`src/rtl/dma_seq_pkg.sv`:
```
package dma_seq_pkg;

    typedef enum logic [1:0] {
        PH_IDLE = 2'd0,
        PH_WAIT = 2'd1,
        PH_HOLD = 2'd2
    } phase_e;

    typedef enum logic [1:0] {
        BM_STEAL = 2'd0,
        BM_BURST = 2'd1,
        BM_BLOCK = 2'd2
    } eff_mode_e;

    localparam logic [1:0] MODE_BURST = 2'd1;
    localparam logic [1:0] MODE_BLOCK = 2'd2;

endpackage

```
`src/rtl/dma_mode_decode.sv`:
```
module dma_mode_decode
    import dma_seq_pkg::*;
(
    input  logic       src_ext,
    input  logic [1:0] mode_sel,
    output eff_mode_e  eff_mode
);

    // Automatic source may burst but never block; external source may
    // block but never burst. Anything else falls back to cycle-steal.
    always_comb begin
        if (!src_ext) begin
            eff_mode = (mode_sel == MODE_BURST) ? BM_BURST : BM_STEAL;
        end else begin
            eff_mode = (mode_sel == MODE_BLOCK) ? BM_BLOCK : BM_STEAL;
        end
    end

endmodule

```
`src/rtl/dma_req_detect.sv`:
```
module dma_req_detect (
    input  logic clk,
    input  logic rst_n,
    input  logic armed,
    input  logic src_ext,
    input  logic sense_edge,
    input  logic accept,
    input  logic req_n,
    output logic req_hit
);

    typedef struct packed {
        logic req_n_prev;
        logic pend;
    } det_t;

    det_t det_d, det_q;
    logic fall;

    assign fall = det_q.req_n_prev & ~req_n;

    always_comb begin
        det_d            = det_q;
        det_d.req_n_prev = req_n;
        // A falling edge is kept until a request is accepted; it is only
        // remembered while the channel is armed for external edge sensing.
        det_d.pend       = armed & src_ext & sense_edge & ~accept
                         & (det_q.pend | fall);
        if (!src_ext) begin
            req_hit = 1'b1;
        end else if (sense_edge) begin
            req_hit = det_q.pend | fall;
        end else begin
            req_hit = ~req_n;
        end
    end

    always_ff @(posedge clk or negedge rst_n) begin
        if (!rst_n) begin
            det_q <= '{req_n_prev: 1'b1, pend: 1'b0};
        end else begin
            det_q <= det_d;
        end
    end

    // a remembered edge never survives a disarmed cycle
    p_pend_drop_r7: assert property (@(posedge clk) disable iff (!rst_n)
        !armed |=> !det_q.pend);

endmodule

```
`src/rtl/dma_req_seq.sv`:
```
module dma_req_seq
    import dma_seq_pkg::*;
#(
    parameter int CNT_W = 8,
    parameter int BLK_W = 4
) (
    input  logic             clk,
    input  logic             rst_n,
    input  logic             arm,
    input  logic             abort,
    input  logic [CNT_W-1:0] xfer_count,
    input  logic             src_ext,
    input  logic [1:0]       mode_sel,
    input  logic             sense_edge,
    input  logic             ack_en,
    input  logic [BLK_W-1:0] blk_size,
    input  logic             req_n,
    input  logic             bus_gnt,
    output logic             bus_req,
    output logic             xfer_stb,
    output logic             ack,
    output logic             active,
    output logic             done
);

    localparam logic [CNT_W-1:0] CNT_ONE = CNT_W'(1);
    localparam logic [BLK_W-1:0] BLK_ONE = BLK_W'(1);

    typedef struct packed {
        phase_e           phase;
        logic [CNT_W-1:0] rem;
        logic [BLK_W-1:0] blk;
        logic             first;
        logic             done;
    } seq_t;

    seq_t      seq_d, seq_q;
    eff_mode_e eff_mode;
    logic      req_hit;
    logic      accept;

    dma_mode_decode u_mode (
        .src_ext  (src_ext),
        .mode_sel (mode_sel),
        .eff_mode (eff_mode)
    );

    dma_req_detect u_detect (
        .clk        (clk),
        .rst_n      (rst_n),
        .armed      (active),
        .src_ext    (src_ext),
        .sense_edge (sense_edge),
        .accept     (accept),
        .req_n      (req_n),
        .req_hit    (req_hit)
    );

    assign active   = (seq_q.phase != PH_IDLE);
    assign bus_req  = (seq_q.phase == PH_HOLD);
    assign xfer_stb = bus_req & bus_gnt;
    assign ack      = xfer_stb & seq_q.first & src_ext & ack_en;
    assign done     = seq_q.done;
    assign accept   = (seq_q.phase == PH_WAIT) & req_hit & ~abort;

    always_comb begin
        seq_d      = seq_q;
        seq_d.done = 1'b0;
        if (abort) begin
            seq_d.phase = PH_IDLE;
            seq_d.first = 1'b0;
        end else begin
            unique case (seq_q.phase)
                PH_IDLE: begin
                    if (arm) begin
                        if (xfer_count == '0) begin
                            seq_d.done = 1'b1;
                        end else begin
                            seq_d.phase = PH_WAIT;
                            seq_d.rem   = xfer_count;
                        end
                    end
                end
                PH_WAIT: begin
                    if (accept) begin
                        seq_d.phase = PH_HOLD;
                        seq_d.first = 1'b1;
                        seq_d.blk   = (blk_size == '0) ? BLK_ONE : blk_size;
                    end
                end
                PH_HOLD: begin
                    if (xfer_stb) begin
                        seq_d.rem   = seq_q.rem - CNT_ONE;
                        seq_d.blk   = seq_q.blk - BLK_ONE;
                        seq_d.first = 1'b0;
                        if (seq_q.rem == CNT_ONE) begin
                            seq_d.phase = PH_IDLE;
                            seq_d.done  = 1'b1;
                        end else begin
                            unique case (eff_mode)
                                BM_BURST: seq_d.phase = PH_HOLD;
                                BM_BLOCK: seq_d.phase =
                                    (seq_q.blk == BLK_ONE) ? PH_WAIT : PH_HOLD;
                                default:  seq_d.phase = PH_WAIT;
                            endcase
                        end
                    end
                end
                default: seq_d.phase = PH_IDLE;
            endcase
        end
    end

    always_ff @(posedge clk or negedge rst_n) begin
        if (!rst_n) begin
            seq_q <= '{phase: PH_IDLE, rem: '0, blk: '0, first: 1'b0, done: 1'b0};
        end else begin
            seq_q <= seq_d;
        end
    end

    // an armed automatic channel requests the bus on the following cycle
    p_auto_start_r2: assert property (@(posedge clk) disable iff (!rst_n)
        (active && !bus_req && !src_ext && !abort) |=> bus_req);

    // the done pulse only appears with the channel disabled
    p_done_idle_r3: assert property (@(posedge clk) disable iff (!rst_n)
        done |-> (!active && !bus_req));

    // cycle-steal releases the bus after every unit
    p_steal_release_r4: assert property (@(posedge clk) disable iff (!rst_n)
        (xfer_stb && eff_mode == BM_STEAL) |=> !bus_req);

    // a held bus is not dropped without a transfer or an abort
    p_hold_keep_r5: assert property (@(posedge clk) disable iff (!rst_n)
        (bus_req && !xfer_stb && !abort) |=> bus_req);

    // acknowledge never lasts two cycles in a row
    p_ack_single_r9: assert property (@(posedge clk) disable iff (!rst_n)
        ack |=> !ack);

    // abort disables the channel without completion
    p_abort_stop_r10: assert property (@(posedge clk) disable iff (!rst_n)
        abort |=> (!active && !bus_req && !done));

    // a zero count completes at once without enabling
    p_zero_arm_r11: assert property (@(posedge clk) disable iff (!rst_n)
        (arm && !active && !abort && xfer_count == '0) |=> (done && !active));

endmodule

```
`config.mk`:
```
export PLATFORM = sky130hd
export DESIGN_NAME = dma_req_seq
export DESIGN_NICKNAME = d
export VERILOG_FILES = /design/src/rtl/dma_seq_pkg.sv /design/src/rtl/dma_mode_decode.sv /design/src/rtl/dma_req_detect.sv /design/src/rtl/dma_req_seq.sv
export SDC_FILE = /design/constraint.sdc
export NUM_CORES = 1
export LEC_CHECK = 0
export CAP_MARGIN = 5
export CORE_MARGIN = 1.5
export CORE_UTILIZATION = 30
export CTS_BUF_LIST = sky130_fd_sc_hd__clkbuf_4
export CTS_CLUSTER_SIZE = 12
export DETAILED_ROUTE_END_ITERATION = 10
export DONT_BUFFER_PORTS = 1
export PLACE_DENSITY_LB_ADDON = 0.12
export SLEW_MARGIN = 40
export SYNTH_ARGS = -nofsm -noshare
export SYNTH_HDL_FRONTEND = slang
export SYNTH_SLANG_ARGS = --single-unit
```
`constraint.sdc`:
```
create_clock -name clk -period 2.5 [get_ports clk]
set_input_delay 0.125 -clock clk [delete_from_list [all_inputs] [get_ports clk]]
set_output_delay 0.125 -clock clk [all_outputs]
set_load 0.02 [all_outputs]
```
# --- Word-level counts from Yosys, hierarchy flattened ---
# Index checks and enable logic that the tools add are counted.
totals:
  ff_bits: 18
  latch_bits: 0
  mem_bits_rw: 0
  rom_bits: 0
  in_bits: 23
  wordCells: 75
  mem_count: 0
op_classes:
  addsub: 2
  multipliers: 0
  div: 0
  order_cmp: 0
  eq_ne: 16
  shift: 0
  muxes: 24
  n_bitwise: 15
  reduce_logical: 11
ops:
  columns: ["op", "n"]
  rows:
  - ["10-bit two-way mux", 2]
  - ["16-bit two-way mux", 1]
  - ["8-bit case mux with 2 select lines", 1]
  - ["2-bit two-way mux", 6]
  - ["1-bit bitwise AND", 11]
  - ["5-bit case mux with 2 select lines", 1]
  - ["8-bit by 1-bit equality test with 1-bit output (second input constant)", 1]
  - ["8-bit logical NOT", 1]
  - ["1-bit two-way mux", 8]
  - ["4-bit AND reduction", 2]
  - ["8-bit by 1-bit subtractor with 8-bit output (second input constant)", 1]
  - ["2-bit by 1-bit equality test with 1-bit output (second input constant)", 3]
  - ["2-bit equality test (second input constant)", 3]
  - ["3-bit by 2-bit != test with 1-bit output (second input constant)", 2]
  - ["3-bit != test (second input constant)", 2]
  - ["2-bit case mux with 3 select lines", 1]
  - ["2-bit nonzero test", 3]
  - ["5-bit two-way mux", 1]
  - ["5-bit AND reduction", 1]
  - ["4-bit by 1-bit equality test with 1-bit output (second input constant)", 1]
  - ["4-bit logical NOT", 1]
  - ["4-bit two-way mux", 1]
  - ["2-bit by 1-bit != test with 1-bit output (second input constant)", 2]
  - ["2-bit != test (second input constant)", 2]
  - ["8 further kinds", 10]

# --- Depth between registers and ports, before layout ---
depth:
  ltp_word: 10
  mapped_depth: 8
  ltp_nobuf: 7

# --- By module ---
# A second synthesis with hierarchy kept.
hier_totals:
  hier_cells: 140
  hier_area_um2: 1272.5
modules_own_cells:
  columns: ["module", "n_inst", "cells_per_inst", "area_per_inst_um2"]
  rows:
  - ["dma_req_seq", 1, 131, 1163.6]
  - ["dma_req_detect", 1, 7, 87.6]
  - ["dma_mode_decode", 1, 2, 21.3]

# --- Least setup slack after synthesis ---
# Ideal clock, no wire load.
synth_path:
  path_type: "register to register"
  start: "reg seq_q[14] in the netlist's numbering"
  end: "reg seq_q[2] in the netlist's numbering"
  setup_ps: 125
  arrival_ps: 1762
  t_required_ps: 2375
  slack_ps: 613
  stages_incl_launch_ff: 9
  period_less_slack_ps: 1887
  cell_sequence: "dfrtp_1 -> buf_6 -> nand2b_1 -> inv_1 -> nand2_1 -> inv_2 -> a21oi_2 -> nor2_1 -> mux2_2"
synth_lines:
  columns: ["element", "line", "text"]
  rows:
  - ["from (decl)", "dma_req_seq.sv:37", "seq_t seq_d, seq_q;"]
  - ["from (signal assigned)", "dma_req_seq.sv:116", "seq_q <= '{phase: PH_IDLE, rem: '0, blk: '0, first: 1'b0, done: 1'b0};"]
  - ["from (signal assigned)", "dma_req_seq.sv:118", "seq_q <= seq_d;"]
  - ["2-bit equality test", "dma_req_seq.sv:60", "assign bus_req = (seq_q.phase == PH_HOLD);"]
  - ["named net bus_req", "dma_req_seq.sv:19", "output logic bus_req,"]
  - ["1-bit bitwise AND", "dma_req_seq.sv:61", "assign xfer_stb = bus_req & bus_gnt;"]
  - ["named net xfer_stb", "dma_req_seq.sv:20", "output logic xfer_stb,"]
  - ["2-bit by 1-bit != test with 1-bit output (no source line)", null, null]
  - ["4-bit AND reduction (no source line)", null, null]
# The timed path passes the listed nets, and every way through them passes these cells.
# A chain may end at the register's enable or synchronous reset.

# --- Worst setup path in the final report ---
layout_path:
  start: "reg seq_q[14] in the netlist's numbering"
  end: "reg seq_q[8] in the netlist's numbering"
layout_via:
  elab_chain_cells: 4
layout_rtl:
  columns: ["element", "line"]
  rows:
  - ["2-bit equality test", "dma_req_seq.sv:60, dma_req_seq.sv:73"]
  - ["1-bit bitwise AND", "dma_req_seq.sv:61"]
  - ["2-bit by 1-bit != test with 1-bit output (no source line)", null]
  - ["5-bit AND reduction (no source line)", null]
# Parallel ways exist; a longest one is shown, timed or not.

==> results.cfg <==
[routing]
dr.pass1.iters = 4
drt-met1-wl_um = 1380
dr.first_iter.drc_count = 40
dr_wl_met3_um = 234
final_antenna_net_count = 0
route.met2.wl_um = 1440
drc = 0
viasPerCell = 5.60
routed_wl_um = 3100
vias = 1103
routed.top_layer = met4
wl_per_cell_um = 15.7

[worst_setup_path]
crit_chain = nor2_2 > and3_1 > nor4_2 > o21ai_0 > o2bb2ai_1
worstPathMaxFanout = 10
end_kind = flop
reg2reg_depth = 5
startpoint = seq_q[14]$_DFFE_PN0P_
critPathRequiredTime_ps = 2700
worstSetupPathType = reg -> reg
rr_endpoint = seq_q[8]$_DFFE_PN0P_
cpPeakStageDelay_ps = 540
cp-start-kind = flop
r2r-start = seq_q[14]$_DFFE_PN0P_
r2r_slack_ps = 650
crit_end = seq_q[8]$_DFFE_PN0P_
cp_slowest_cell = dfrtp_1
critPathArrivalTime_ps = 2050

[status]
status = completed

[cells_and_area]
final_area_um2 = 1340
drive_gt1_frac = 0.107
syn_to_final_growth_pct = 13.1
final_nets = 177
diodes = 0

[sta]
whs_ps = 7.45
setup_viol = 0
rsz0062_at_grt = no
timing.fmax_ghz = 0.540
final_max_slew_viol_count = 0
report.final.hold_viol_count = 0
post-route-min-period_ps = 1850
finClkSkew_ps = 1.41
timing.final.crit_share = 0.741
tightest_slew_ps = 582
relSlewSlack = 0.609
tns_ps = 0

[yosys]
yosys_register_bits = 18
yosysSeqAreaShare = 0.381
post-synth-top-area-cell = dfrtp_1
synthArstFlopShare = 1.00
synth_nets = 166
synth-edff-count = 0
yosys_warnings = 0
synth_top_area_share = 0.359
syn_area_um2 = 1190
ys_top_cells_by_area = dfrtp_1, nor2_1, ha_1, o21ai_0, a21oi_1
ys.flop_type = dfrtp_1
synth_most_common_cell = dfrtp_1
syn_avg_cell_area_um2 = 8.53
syn_inst = 139
synthTopCellsByCount = dfrtp_1, nor2_1, nand2_1
yosysUniqueCellTypes = 39

[place]
hpwlAfterDp_um = 2200
gp_congestion = 0.860
place_area_um2 = 1220
place.port_buffers = 0

[global_route]
antenna_found_initial = 0
grt_overflow = 0
grt_max_degree = 19
grt_pass1_vias = 1098
grt.total_usage = 0.154
grt_pass1_wl_um = 5100

[floorplanning]
coreArea_um2 = 3720
die_area_um2 = 4340
row_count = 22
start_util = 0.319
io_pins = 28
die_w_um = 65.9
fp.dieH_um = 65.9

[power_and_ir_drop]
p_leak_nw = 0.552
ir_drop_mv = 0.329
power.density_nw_per_um2 = 703

[cts]
cts_buffer_depth = 2
clkLatencyLatePin_ps = 300
cts_max_level = 1
root_buffer = clkbuf_4
cts_buffers = 3
clock-sinks = 18
path_clk_slew_ps = 110
cts_tree = yes

[flow_run]
drv_cap = 0

[worst_hold_path]
whs_path_depth = 2
hold_class = in -> reg
[layout make-up]
class	instances	area, um2
Tap cell	48	60.1
Sequential cell	18	452
Inverter	10	37.5
Fill cell	395	2370
Timing Repair Buffer	13	118
Clock buffer	4	30.0
Multi-Input combinational cell	104	644
[layer usage]
metal	track usage	vias to the layer above
li1	-	525
met1	0.189	532
met2	0.255	40
met3	0.0324	6
met4	0.0729	0
met5	0	-
[worst min path at each step]
| stage | to | startpoint | slack, ps |
|---|---|---|---|
| after global routing | seq_q[3]$_DFFE_PN0P_ | abort | 7 |
| after detailed placement | u_detect.det_q[0]$_DFF_PN0_ | rst_n | -170 |
| after CTS | seq_q[13]$_DFFE_PN0P_ | xfer_count[7] | 1 |
| final | seq_q[13]$_DFFE_PN0P_ | xfer_count[7] | 7 |
| after global placement | seq_q[5]$_DFFE_PN0P_ | rst_n | -170 |
| after floorplan | done$_DFF_PN0_ | rst_n | -170 |
[power breakdown]
group	switching [mW]	leakage (nW)	internal, mW
registers	0.0707	0.226	0.368
logic	0.192	0.308	0.138
clock network	0.100	0.0184	0.0731
[layout by cell type (no fill, tap or decap), types with 2 or more instances in the layout]
master,n
ha_1,4
nor3_1,6
mux2i_1,2
nand2_1,10
a32oi_1,4
clkbuf_4,4
nor4_1,4
nor2_1,16
buf_4,3
dlygate4sd3_1,9
nor2b_1,3
o21ai_0,9
o2bb2ai_1,4
a211oi_1,2
dfrtp_1,17
inv_1,9
a31oi_1,2
nand3_1,4
o21ai_1,4
nand2b_1,4
a21oi_1,8
o31ai_1,3
[logic make-up (layout without fill, tap and decap cells)]
family          count (synthesis)  in the layout  synth area share
compound gates                 42             42             0.237
simple gates                   55             55             0.237
mux                             3              3            0.0264
flops                          18             18             0.381
fa+ha+maj                       4              4            0.0422
buf+inv                        17             27            0.0759
[metrics by stage]
stage	worst slack, ps	std cells	util	power, mW
floorplan	613	139	-	0.687
global placement	667	183	0.327	0.758
detailed placement	642	183	0.327	0.758
CTS	654	196	0.360	0.952
global route	437	197	0.361	1.02
finish	648	197	0.361	0.943
[state kept, by name, indices dropped and copies added, names as in the netlist]
name and cells:
seq_q 15, done 1, u_detect.det_q 2
[worst max-delay path, delay by kind of cell, from the launching register on]
kind	cells	cell delay [ps]
and+or+nand+nor	3	860
DFF	1	540
AOI/OAI and AO/OA	2	340
[what timing repair did]
item | CTS | global route
hold buffers | 9 | 1
endpoints found under the hold margin | 28 | 17
resized for setup | 0 | 0
setup buffers | 0 | 0
Note: power is estimated with default switching activity, not from simulation.
